`config.mk`:
```
export PLATFORM = sky130hd
export DESIGN_NAME = satManager
export DESIGN_NICKNAME = d
export VERILOG_FILES = /design/src/rtl/satPkg.sv /design/src/rtl/satToneGen.sv /design/src/rtl/satPeriodMeter.sv /design/src/rtl/satDatapath.sv /design/src/rtl/satControl.sv /design/src/rtl/satManager.sv
export SDC_FILE = /design/constraint.sdc
export NUM_CORES = 1
export LEC_CHECK = 0
export BUFFER_PORTS_ARGS = -buffer_cell sky130_fd_sc_hd__buf_2
export CORE_MARGIN = 5
export CORE_UTILIZATION = 56
export DETAILED_ROUTE_END_ITERATION = 10
export PLACE_DENSITY = 0.79
export REMOVE_ABC_BUFFERS = 1
export SLEW_MARGIN = 20
export SYNTH_ARGS = -nofsm -noshare
export SYNTH_HDL_FRONTEND = slang
export SYNTH_SLANG_ARGS = --single-unit
```
`constraint.sdc`:
```
create_clock -name clk -period 5.2 [get_ports clk]
set_input_delay 1.04 -clock clk [delete_from_list [all_inputs] [get_ports clk]]
set_output_delay 1.04 -clock clk [all_outputs]
set_load 0.02 [all_outputs]
```
`src/rtl/satPkg.sv`:
```
package satPkg;

  typedef logic [1:0] toneCode_t;

  localparam toneCode_t TONE_NONE = 2'b00;
  localparam toneCode_t TONE_LO   = 2'b01;
  localparam toneCode_t TONE_MID  = 2'b10;
  localparam toneCode_t TONE_HI   = 2'b11;

  localparam logic ADDR_CTRL = 1'b0;
  localparam logic ADDR_STAT = 1'b1;

  // control -> datapath
  typedef struct packed {
    logic      genOn;
    toneCode_t genSel;
    logic      loopOn;
  } satStrobes_t;

  // datapath -> control: one completed period measurement
  typedef struct packed {
    logic      valid;
    toneCode_t code;
  } satMeas_t;

endpackage

```
`src/rtl/satToneGen.sv`:
```
module satToneGen
  import satPkg::*;
#(
  parameter int CLK_HZ = 8064000,
  parameter int F_LO   = 5970,
  parameter int F_MID  = 6000,
  parameter int F_HI   = 6030
) (
  input  logic      clk,
  input  logic      rst,
  input  logic      en,
  input  toneCode_t sel,
  output logic      toneOut
);

  localparam int HALF_LO  = (CLK_HZ + F_LO)  / (2 * F_LO);
  localparam int HALF_MID = (CLK_HZ + F_MID) / (2 * F_MID);
  localparam int HALF_HI  = (CLK_HZ + F_HI)  / (2 * F_HI);
  localparam int CNT_W    = $clog2(HALF_LO + 1);

  logic [CNT_W-1:0] cnt;
  logic [CNT_W-1:0] reloadVal;
  toneCode_t        selQ;
  logic             reloadCond;

  always_comb begin
    case (sel)
      TONE_LO:  reloadVal = CNT_W'(HALF_LO - 1);
      TONE_HI:  reloadVal = CNT_W'(HALF_HI - 1);
      default:  reloadVal = CNT_W'(HALF_MID - 1);
    endcase
  end

  assign reloadCond = !en || (sel == TONE_NONE) || (sel != selQ);

  always_ff @(posedge clk) begin
    if (rst) begin
      cnt     <= '0;
      selQ    <= TONE_NONE;
      toneOut <= 1'b0;
    end else begin
      selQ <= sel;
      if (reloadCond) begin
        cnt     <= reloadVal;
        toneOut <= 1'b0;
      end else if (cnt == '0) begin
        cnt     <= reloadVal;
        toneOut <= ~toneOut;
      end else begin
        cnt <= cnt - 1'b1;
      end
    end
  end


  gen_toggle_chk: assert property (@(posedge clk) disable iff (rst)
    (toneOut != $past(toneOut)) |-> ($past(cnt) == '0 || $past(reloadCond)));


  gen_bound_chk: assert property (@(posedge clk) disable iff (rst)
    cnt <= CNT_W'(HALF_LO - 1));

endmodule

```
`src/rtl/satPeriodMeter.sv`:
```
module satPeriodMeter
  import satPkg::*;
#(
  parameter int CLK_HZ  = 8064000,
  parameter int F_LO    = 5970,
  parameter int F_MID   = 6000,
  parameter int F_HI    = 6030,
  parameter int TOL_PPM = 2000
) (
  input  logic     clk,
  input  logic     rst,
  input  logic     rxIn,
  output logic     rxSync,
  output satMeas_t meas
);

  localparam int NOM_LO  = (2 * CLK_HZ + F_LO)  / (2 * F_LO);
  localparam int NOM_MID = (2 * CLK_HZ + F_MID) / (2 * F_MID);
  localparam int NOM_HI  = (2 * CLK_HZ + F_HI)  / (2 * F_HI);
  localparam int TOL_LO  = NOM_LO  * TOL_PPM / 1000000;
  localparam int TOL_MID = NOM_MID * TOL_PPM / 1000000;
  localparam int TOL_HI  = NOM_HI  * TOL_PPM / 1000000;
  localparam int LIMIT   = NOM_LO + TOL_LO + 1;
  localparam int CNT_W   = $clog2(LIMIT + 1);

  logic [2:0]       syncQ;
  logic             rise;
  logic [CNT_W-1:0] cnt;
  logic             armed;
  toneCode_t        cls;

  assign rxSync = syncQ[1];
  assign rise   = syncQ[1] & ~syncQ[2];

  always_comb begin
    cls = TONE_NONE;
    if (cnt >= CNT_W'(NOM_LO - TOL_LO) && cnt <= CNT_W'(NOM_LO + TOL_LO))
      cls = TONE_LO;
    else if (cnt >= CNT_W'(NOM_MID - TOL_MID) && cnt <= CNT_W'(NOM_MID + TOL_MID))
      cls = TONE_MID;
    else if (cnt >= CNT_W'(NOM_HI - TOL_HI) && cnt <= CNT_W'(NOM_HI + TOL_HI))
      cls = TONE_HI;
  end

  always_ff @(posedge clk) begin
    if (rst) begin
      syncQ <= '0;
      cnt   <= CNT_W'(1);
      armed <= 1'b0;
      meas  <= '0;
    end else begin
      syncQ      <= {syncQ[1:0], rxIn};
      meas.valid <= 1'b0;
      if (rise) begin
        cnt   <= CNT_W'(1);
        armed <= 1'b1;
        if (armed) begin
          meas.valid <= 1'b1;
          meas.code  <= cls;
        end
      end else if (cnt == CNT_W'(LIMIT)) begin
        cnt        <= CNT_W'(1);
        armed      <= 1'b0;
        meas.valid <= 1'b1;
        meas.code  <= TONE_NONE;
      end else begin
        cnt <= cnt + 1'b1;
      end
    end
  end


  meter_bound_chk: assert property (@(posedge clk) disable iff (rst)
    cnt <= CNT_W'(LIMIT));


  meas_spacing_chk: assert property (@(posedge clk) disable iff (rst)
    meas.valid |=> !meas.valid);

endmodule

```
`src/rtl/satDatapath.sv`:
```
module satDatapath
  import satPkg::*;
#(
  parameter int CLK_HZ  = 8064000,
  parameter int F_LO    = 5970,
  parameter int F_MID   = 6000,
  parameter int F_HI    = 6030,
  parameter int TOL_PPM = 2000
) (
  input  logic        clk,
  input  logic        rst,
  input  satStrobes_t strobes,
  input  logic        rxTone,
  output logic        txTone,
  output satMeas_t    meas
);

  logic genTone;
  logic rxSync;

  satToneGen #(.CLK_HZ(CLK_HZ), .F_LO(F_LO), .F_MID(F_MID), .F_HI(F_HI)) uGen (
    .clk     (clk),
    .rst     (rst),
    .en      (strobes.genOn),
    .sel     (strobes.genSel),
    .toneOut (genTone)
  );

  satPeriodMeter #(.CLK_HZ(CLK_HZ), .F_LO(F_LO), .F_MID(F_MID), .F_HI(F_HI),
                   .TOL_PPM(TOL_PPM)) uMeter (
    .clk    (clk),
    .rst    (rst),
    .rxIn   (rxTone),
    .rxSync (rxSync),
    .meas   (meas)
  );

  always_comb begin
    if (!strobes.genOn)      txTone = 1'b0;
    else if (strobes.loopOn) txTone = rxSync;
    else                     txTone = genTone;
  end

endmodule

```
`src/rtl/satControl.sv`:
```
module satControl
  import satPkg::*;
#(
  parameter int AGREE_N = 4,
  parameter int LOSS_N  = 8,
  parameter int DATA_W  = 8
) (
  input  logic              clk,
  input  logic              rst,
  input  logic              regWrEn,
  input  logic              regAddr,
  input  logic [DATA_W-1:0] regWrData,
  output logic [DATA_W-1:0] regRdData,
  input  satMeas_t          meas,
  output satStrobes_t       strobes
);

  localparam int AG_W = $clog2(AGREE_N + 1);
  localparam int MS_W = $clog2(LOSS_N);

  logic            ctrlEn;
  toneCode_t       ctrlSel;
  logic            ctrlLoop;
  toneCode_t       cand;
  toneCode_t       det;
  logic [AG_W-1:0] agree;
  logic [AG_W-1:0] nextAgree;
  logic [MS_W-1:0] miss;
  logic            flag;
  logic            acquire, keepEv, missEv, dropEv, statusWr;

  // control register
  always_ff @(posedge clk) begin
    if (rst) begin
      ctrlEn   <= 1'b0;
      ctrlSel  <= TONE_NONE;
      ctrlLoop <= 1'b0;
    end else if (regWrEn && regAddr == ADDR_CTRL) begin
      ctrlEn   <= regWrData[0];
      ctrlSel  <= regWrData[2:1];
      ctrlLoop <= regWrData[3];
    end
  end

  assign strobes.genOn  = ctrlEn;
  assign strobes.genSel = ctrlSel;
  assign strobes.loopOn = ctrlLoop;

  // detection decisions
  always_comb begin
    if (meas.code == cand && agree != '0)
      nextAgree = (agree == AG_W'(AGREE_N)) ? agree : agree + 1'b1;
    else
      nextAgree = AG_W'(1);
  end

  assign acquire  = meas.valid && meas.code != TONE_NONE &&
                    nextAgree == AG_W'(AGREE_N) && meas.code != det;
  assign keepEv   = meas.valid && det != TONE_NONE && meas.code == det;
  assign missEv   = meas.valid && det != TONE_NONE && meas.code != det && !acquire;
  assign dropEv   = missEv && miss == MS_W'(LOSS_N - 1);
  assign statusWr = regWrEn && regAddr == ADDR_STAT;

  always_ff @(posedge clk) begin
    if (rst) begin
      cand  <= TONE_NONE;
      agree <= '0;
      det   <= TONE_NONE;
      miss  <= '0;
      flag  <= 1'b0;
    end else begin
      if (meas.valid) begin
        if (meas.code != TONE_NONE) begin
          cand  <= meas.code;
          agree <= nextAgree;
        end else begin
          cand  <= TONE_NONE;
          agree <= '0;
        end
      end
      if (acquire)     det <= meas.code;
      else if (dropEv) det <= TONE_NONE;

      if (acquire || keepEv || dropEv) miss <= '0;
      else if (missEv)                 miss <= miss + 1'b1;

      if (acquire || dropEv) flag <= 1'b1;
      else if (statusWr)     flag <= 1'b0;
    end
  end

  // register read
  always_comb begin
    regRdData = '0;
    if (regAddr == ADDR_CTRL) regRdData[3:0] = {ctrlLoop, ctrlSel, ctrlEn};
    else                      regRdData[2:0] = {flag, det};
  end


  det_on_meas_chk: assert property (@(posedge clk) disable iff (rst)
    (det != $past(det)) |-> $past(meas.valid));


  flag_on_change_chk: assert property (@(posedge clk) disable iff (rst)
    (det != $past(det)) |-> flag);


  agree_bound_chk: assert property (@(posedge clk) disable iff (rst)
    agree <= AG_W'(AGREE_N));


  miss_bound_chk: assert property (@(posedge clk) disable iff (rst)
    miss <= MS_W'(LOSS_N - 1));

endmodule

```
`src/rtl/satManager.sv`:
```
module satManager
  import satPkg::*;
#(
  parameter int CLK_HZ  = 8064000,
  parameter int F_LO    = 5970,
  parameter int F_MID   = 6000,
  parameter int F_HI    = 6030,
  parameter int TOL_PPM = 2000,
  parameter int AGREE_N = 4,
  parameter int LOSS_N  = 8,
  parameter int DATA_W  = 8
) (
  input  logic              clk,
  input  logic              rst,
  input  logic              regWrEn,
  input  logic              regAddr,
  input  logic [DATA_W-1:0] regWrData,
  output logic [DATA_W-1:0] regRdData,
  input  logic              rxTone,
  output logic              txTone
);

  satStrobes_t strobes;
  satMeas_t    meas;

  satControl #(.AGREE_N(AGREE_N), .LOSS_N(LOSS_N), .DATA_W(DATA_W)) uCtrl (
    .clk       (clk),
    .rst       (rst),
    .regWrEn   (regWrEn),
    .regAddr   (regAddr),
    .regWrData (regWrData),
    .regRdData (regRdData),
    .meas      (meas),
    .strobes   (strobes)
  );

  satDatapath #(.CLK_HZ(CLK_HZ), .F_LO(F_LO), .F_MID(F_MID), .F_HI(F_HI),
                .TOL_PPM(TOL_PPM)) uData (
    .clk     (clk),
    .rst     (rst),
    .strobes (strobes),
    .rxTone  (rxTone),
    .txTone  (txTone),
    .meas    (meas)
  );

endmodule

```
==> impl_summary.log <==
INFO  metric run_status = complete, no violations
INFO  metric pre_cts_ws = ~2.5 ns
INFO  metric worstSetupPathType = in -> out
INFO  metric finalNetCount = 300
INFO  metric die_area = 0.00564 mm²
INFO  metric r2r_setup_slack = about 3 ns
INFO  metric finalHoldViolCount = 0
INFO  metric clockRootBuffer = sky130_fd_sc_hd__clkbuf_8
INFO  metric worst_setup_path_end_kind = primary output
INFO  metric most_common_library_cell_in_the_layout_ignoring_fill_and_taps = sky130_fd_sc_hd__dfxtp_1
INFO  metric maxCapViolCount = 0
INFO  metric core_area = 0.00406 mm²
INFO  metric rows = 23
INFO  metric post_synth_num_cell_types = 48
INFO  metric cts_hold_buffers_added = 0
INFO  metric hold_path.class = reg -> reg
INFO  metric synthCells = ~270
INFO  metric worst_ep_arrival_time = around 1.7 ns
INFO  metric leakage_power_total = between 0.9 and 1 nW
INFO  metric rsz_0062_raised_after_global_routing = no
INFO  metric worst_ir_drop_vdd = 175 µV
INFO  metric grt_start_max_net_pins = 35
INFO  metric cts_sinks = 46
INFO  metric design.portCount = 22
INFO  metric post-route-min-period = about 2.7 ns
INFO  metric totalPowerFinal = about 0.00065 W
INFO  metric cts-htree-levels = 2
INFO  metric yosysWarningCount = 0
INFO  metric gp_routability_congestion = roughly 0.81
INFO  metric via_per_inst = 5.37
INFO  metric worstPathRequired = 4.16 ns
INFO  metric timing.fmax = 367 MHz
INFO  metric worstMarginPinSlew = between 0.8 and 0.9 ns
INFO  metric dr_total_vias = 1773
INFO  metric grt_pass1_wl = 7150 µm
INFO  metric final.period_utilization = 52.3%
INFO  metric tritoncts.num_buffers = 5
INFO  metric part_of_the_yosys_area_used_for_sequential_elements = just under 40%
INFO  metric first_pass_iters = 4
INFO  metric power_per_unit_of_standard_cell_area = about 260 mW/mm²
INFO  metric initial_standard_cell_utilization_of_the_core = 58.4%
INFO  metric dr.first_iter.drc_count = about 110
INFO  metric most-common-layout-cells = 46 x sky130_fd_sc_hd__dfxtp_1, 33 x sky130_fd_sc_hd__nor2_1, 20 x sky130_fd_sc_hd__nand2_1
INFO  metric die-height = roughly 75 µm
INFO  metric grt_pass1_vias = approximately 1.6k
INFO  metric layout-drive-gt1-share = roughly 12%
INFO  metric io_buffer_count = 13
INFO  metric cts-resized-gates = 0
INFO  metric antenna_found_initial = 0
INFO  metric floorplan.die.width = ~75 µm
INFO  metric setup_violations = 0
INFO  metric clock_insertion_delay_worst_skew = 0.30 ns
INFO  metric grtUsageTotal = between 10% and 20%
INFO  metric critical_path.startpoint_type = input pin
INFO  metric post-route-drc-count = 0
INFO  metric num_antenna_cells = 0
INFO  metric placement.cell_area = ~0.0024 mm²
INFO  metric avgRoutedWirePerCell = about 12 µm
INFO  metric detail-route-antenna-nets = 0
INFO  metric mappedNetlistArea = ~0.0024 mm²
INFO  metric fin_tns_setup = 0 ns
INFO  metric final.setup.worst_slack = roughly 2.5 ns
INFO  metric post-dp-hpwl = approximately 2900 µm
INFO  metric number_of_buffers_inserted_by_post_cts_setup_repair = 0
INFO  metric tritoncts = yes
INFO  metric slew_viol_final = 0
INFO  metric cts.reportedPaths.clkPinSlew = 0.08 ns
INFO  metric synth.ff_latch_count = 46
INFO  metric fin_area = 0.00252 mm²
INFO  metric global_route.overflow_total = 0
INFO  metric maxSlewHeadroom = 42.5%
INFO  metric clock-skew-final = between 0.006 and 0.007 ns
INFO  metric post_synth.cell_area_avg = between 8 and 9 µm²
INFO  metric finalCoreUtilization = between 60% and 70%
INFO  metric areaGrowthSynthToFinish = 6.17%
INFO  metric crit_fanout = 7
INFO  metric cts-root-to-sink-buffers = 2
INFO  metric drt_wl_total = slightly above 4000 µm
cell families (layout without fill, tap and decap cells):
family                   Yosys count  count (layout)  share of synthesized area, %
flip-flops                        46              46                          38.8
AO/OA/AOI/OAI                     48              48                          14.2
buffers and inverters             26              32                          5.28
XOR/XNOR                          22              22                          8.13
multiplexers                      10              10                          4.33
other                              1               4                         0.158
AND/OR/NAND/NOR                  110             110                          24.9
adder cells (fa/ha/maj)            8               8                          4.22
power breakdown:
part	leakage, nW	internal, W	switching [W]
clock network	0.0482	0.000107	0.000114
logic	0.527	0.0000226	0.0000304
registers	0.375	0.000362	0.0000116
total	0.951	0.000492	0.000156
layout make-up:
| class | count | area [µm²] |
|---|---|---|
| sequential | 46 | 921 |
| clock buffer | 7 | 86.3 |
| fill | 347 | 1540 |
| inverter | 11 | 41.3 |
| clock inverter | 1 | 5.00 |
| multi-input combinational | 202 | 1340 |
| tap | 50 | 62.6 |
| timing repair buffer | 13 | 65.1 |
worst max-delay path: stages:
cell,delay [ns]
sky130_fd_sc_hd__buf_2,0.14
sky130_fd_sc_hd__mux2_2,0.34
sky130_fd_sc_hd__buf_2,0.16
per-layer routing:
metal  wire length [µm]  GRT usage, %  up-vias
met5                  0             0        -
met4                 36          5.34        0
met3                149          4.14        4
met2               1910          26.6       32
met1               2030          20.9      796
li1                   -             -      941
state kept, by name, indices dropped and copies added (netlist names):
| signal | flops |
|---|---|
| uData.uGen.toneOut | 1 |
| uCtrl.miss | 3 |
| uCtrl.agree | 3 |
| uCtrl.cand | 2 |
| uData.uMeter.meas | 3 |
| uData.uMeter.armed | 1 |
| uCtrl.ctrlLoop | 1 |
| uData.uGen.selQ | 2 |
| uCtrl.det | 2 |
| uCtrl.ctrlEn | 1 |
| uData.uMeter.syncQ | 3 |
| uData.uMeter.cnt | 11 |
| uCtrl.flag | 1 |
| uCtrl.ctrlSel | 2 |
| uData.uGen.cnt | 10 |
path summary, 6_finish.rpt:
| path | startpoint | cells after the start | to |
|---|---|---|---|
| worst max-delay path | regAddr | 3 | regRdData[1] |
| worst min register to register | uData.uMeter.syncQ[0]$_SDFF_PP0_ | 1 | uData.uMeter.syncQ[1]$_SDFF_PP0_ |
| worst min-delay path | uData.uMeter.syncQ[0]$_SDFF_PP0_ | 1 | uData.uMeter.syncQ[1]$_SDFF_PP0_ |
| worst max register to register | uData.uGen.cnt[0]$_SDFF_PP0_ | 7 | uData.uGen.cnt[5]$_SDFF_PP0_ |
metrics by stage:
stage	hold slack (ns)	std cells
after floorplan	0.414	259
after global placement	0.428	322
after detailed placement	0.429	322
after CTS	0.448	330
after global routing	0.464	330
final	0.444	330
synthesized netlist by cell type (all sizes together):
| cell type | instances | area (µm²) |
|---|---|---|
| a211oi | 3 | 37.5 |
| o31ai | 1 | 7.51 |
| a21o | 1 | 7.51 |
| o211a | 2 | 20.0 |
| xor2 | 13 | 114 |
| o211ai | 4 | 30.0 |
| xnor2 | 9 | 78.8 |
| or4b | 1 | 13.8 |
| o32ai | 2 | 17.5 |
| or2 | 1 | 6.26 |
| a21oi | 11 | 55.1 |
| clkbuf | 6 | 22.5 |
| a2111oi | 1 | 8.76 |
| nor2b | 12 | 75.1 |
| inv | 11 | 41.3 |
| nand4 | 1 | 6.26 |
| and4 | 1 | 8.76 |
| mux2i | 8 | 80.1 |
| a22oi | 3 | 22.5 |
| nand3b | 3 | 22.5 |
| nand2 | 20 | 75.1 |
| a21boi | 2 | 15.0 |
| buf | 9 | 61.3 |
| o22ai | 2 | 12.5 |
| nor3 | 8 | 51.3 |
| and2 | 3 | 18.8 |
| nand4b | 1 | 8.76 |
| a32oi | 1 | 8.76 |
| nand3 | 6 | 30.0 |
| a31oi | 4 | 25.0 |
| and4bb | 1 | 12.5 |
| nand2b | 6 | 37.5 |
| nor4 | 5 | 31.3 |
| nor3b | 2 | 20.0 |
| nor2 | 33 | 124 |
| o21ai | 10 | 50.1 |
| conb | 1 | 3.75 |
| ha | 8 | 100 |
| or4 | 1 | 11.3 |
| mux2 | 2 | 22.5 |
| o21bai | 1 | 18.8 |
| and2b | 2 | 17.5 |
| or3 | 3 | 18.8 |
| dfxtp | 46 | 921 |
No activity file was read; power rests on OpenSTA's default activity.
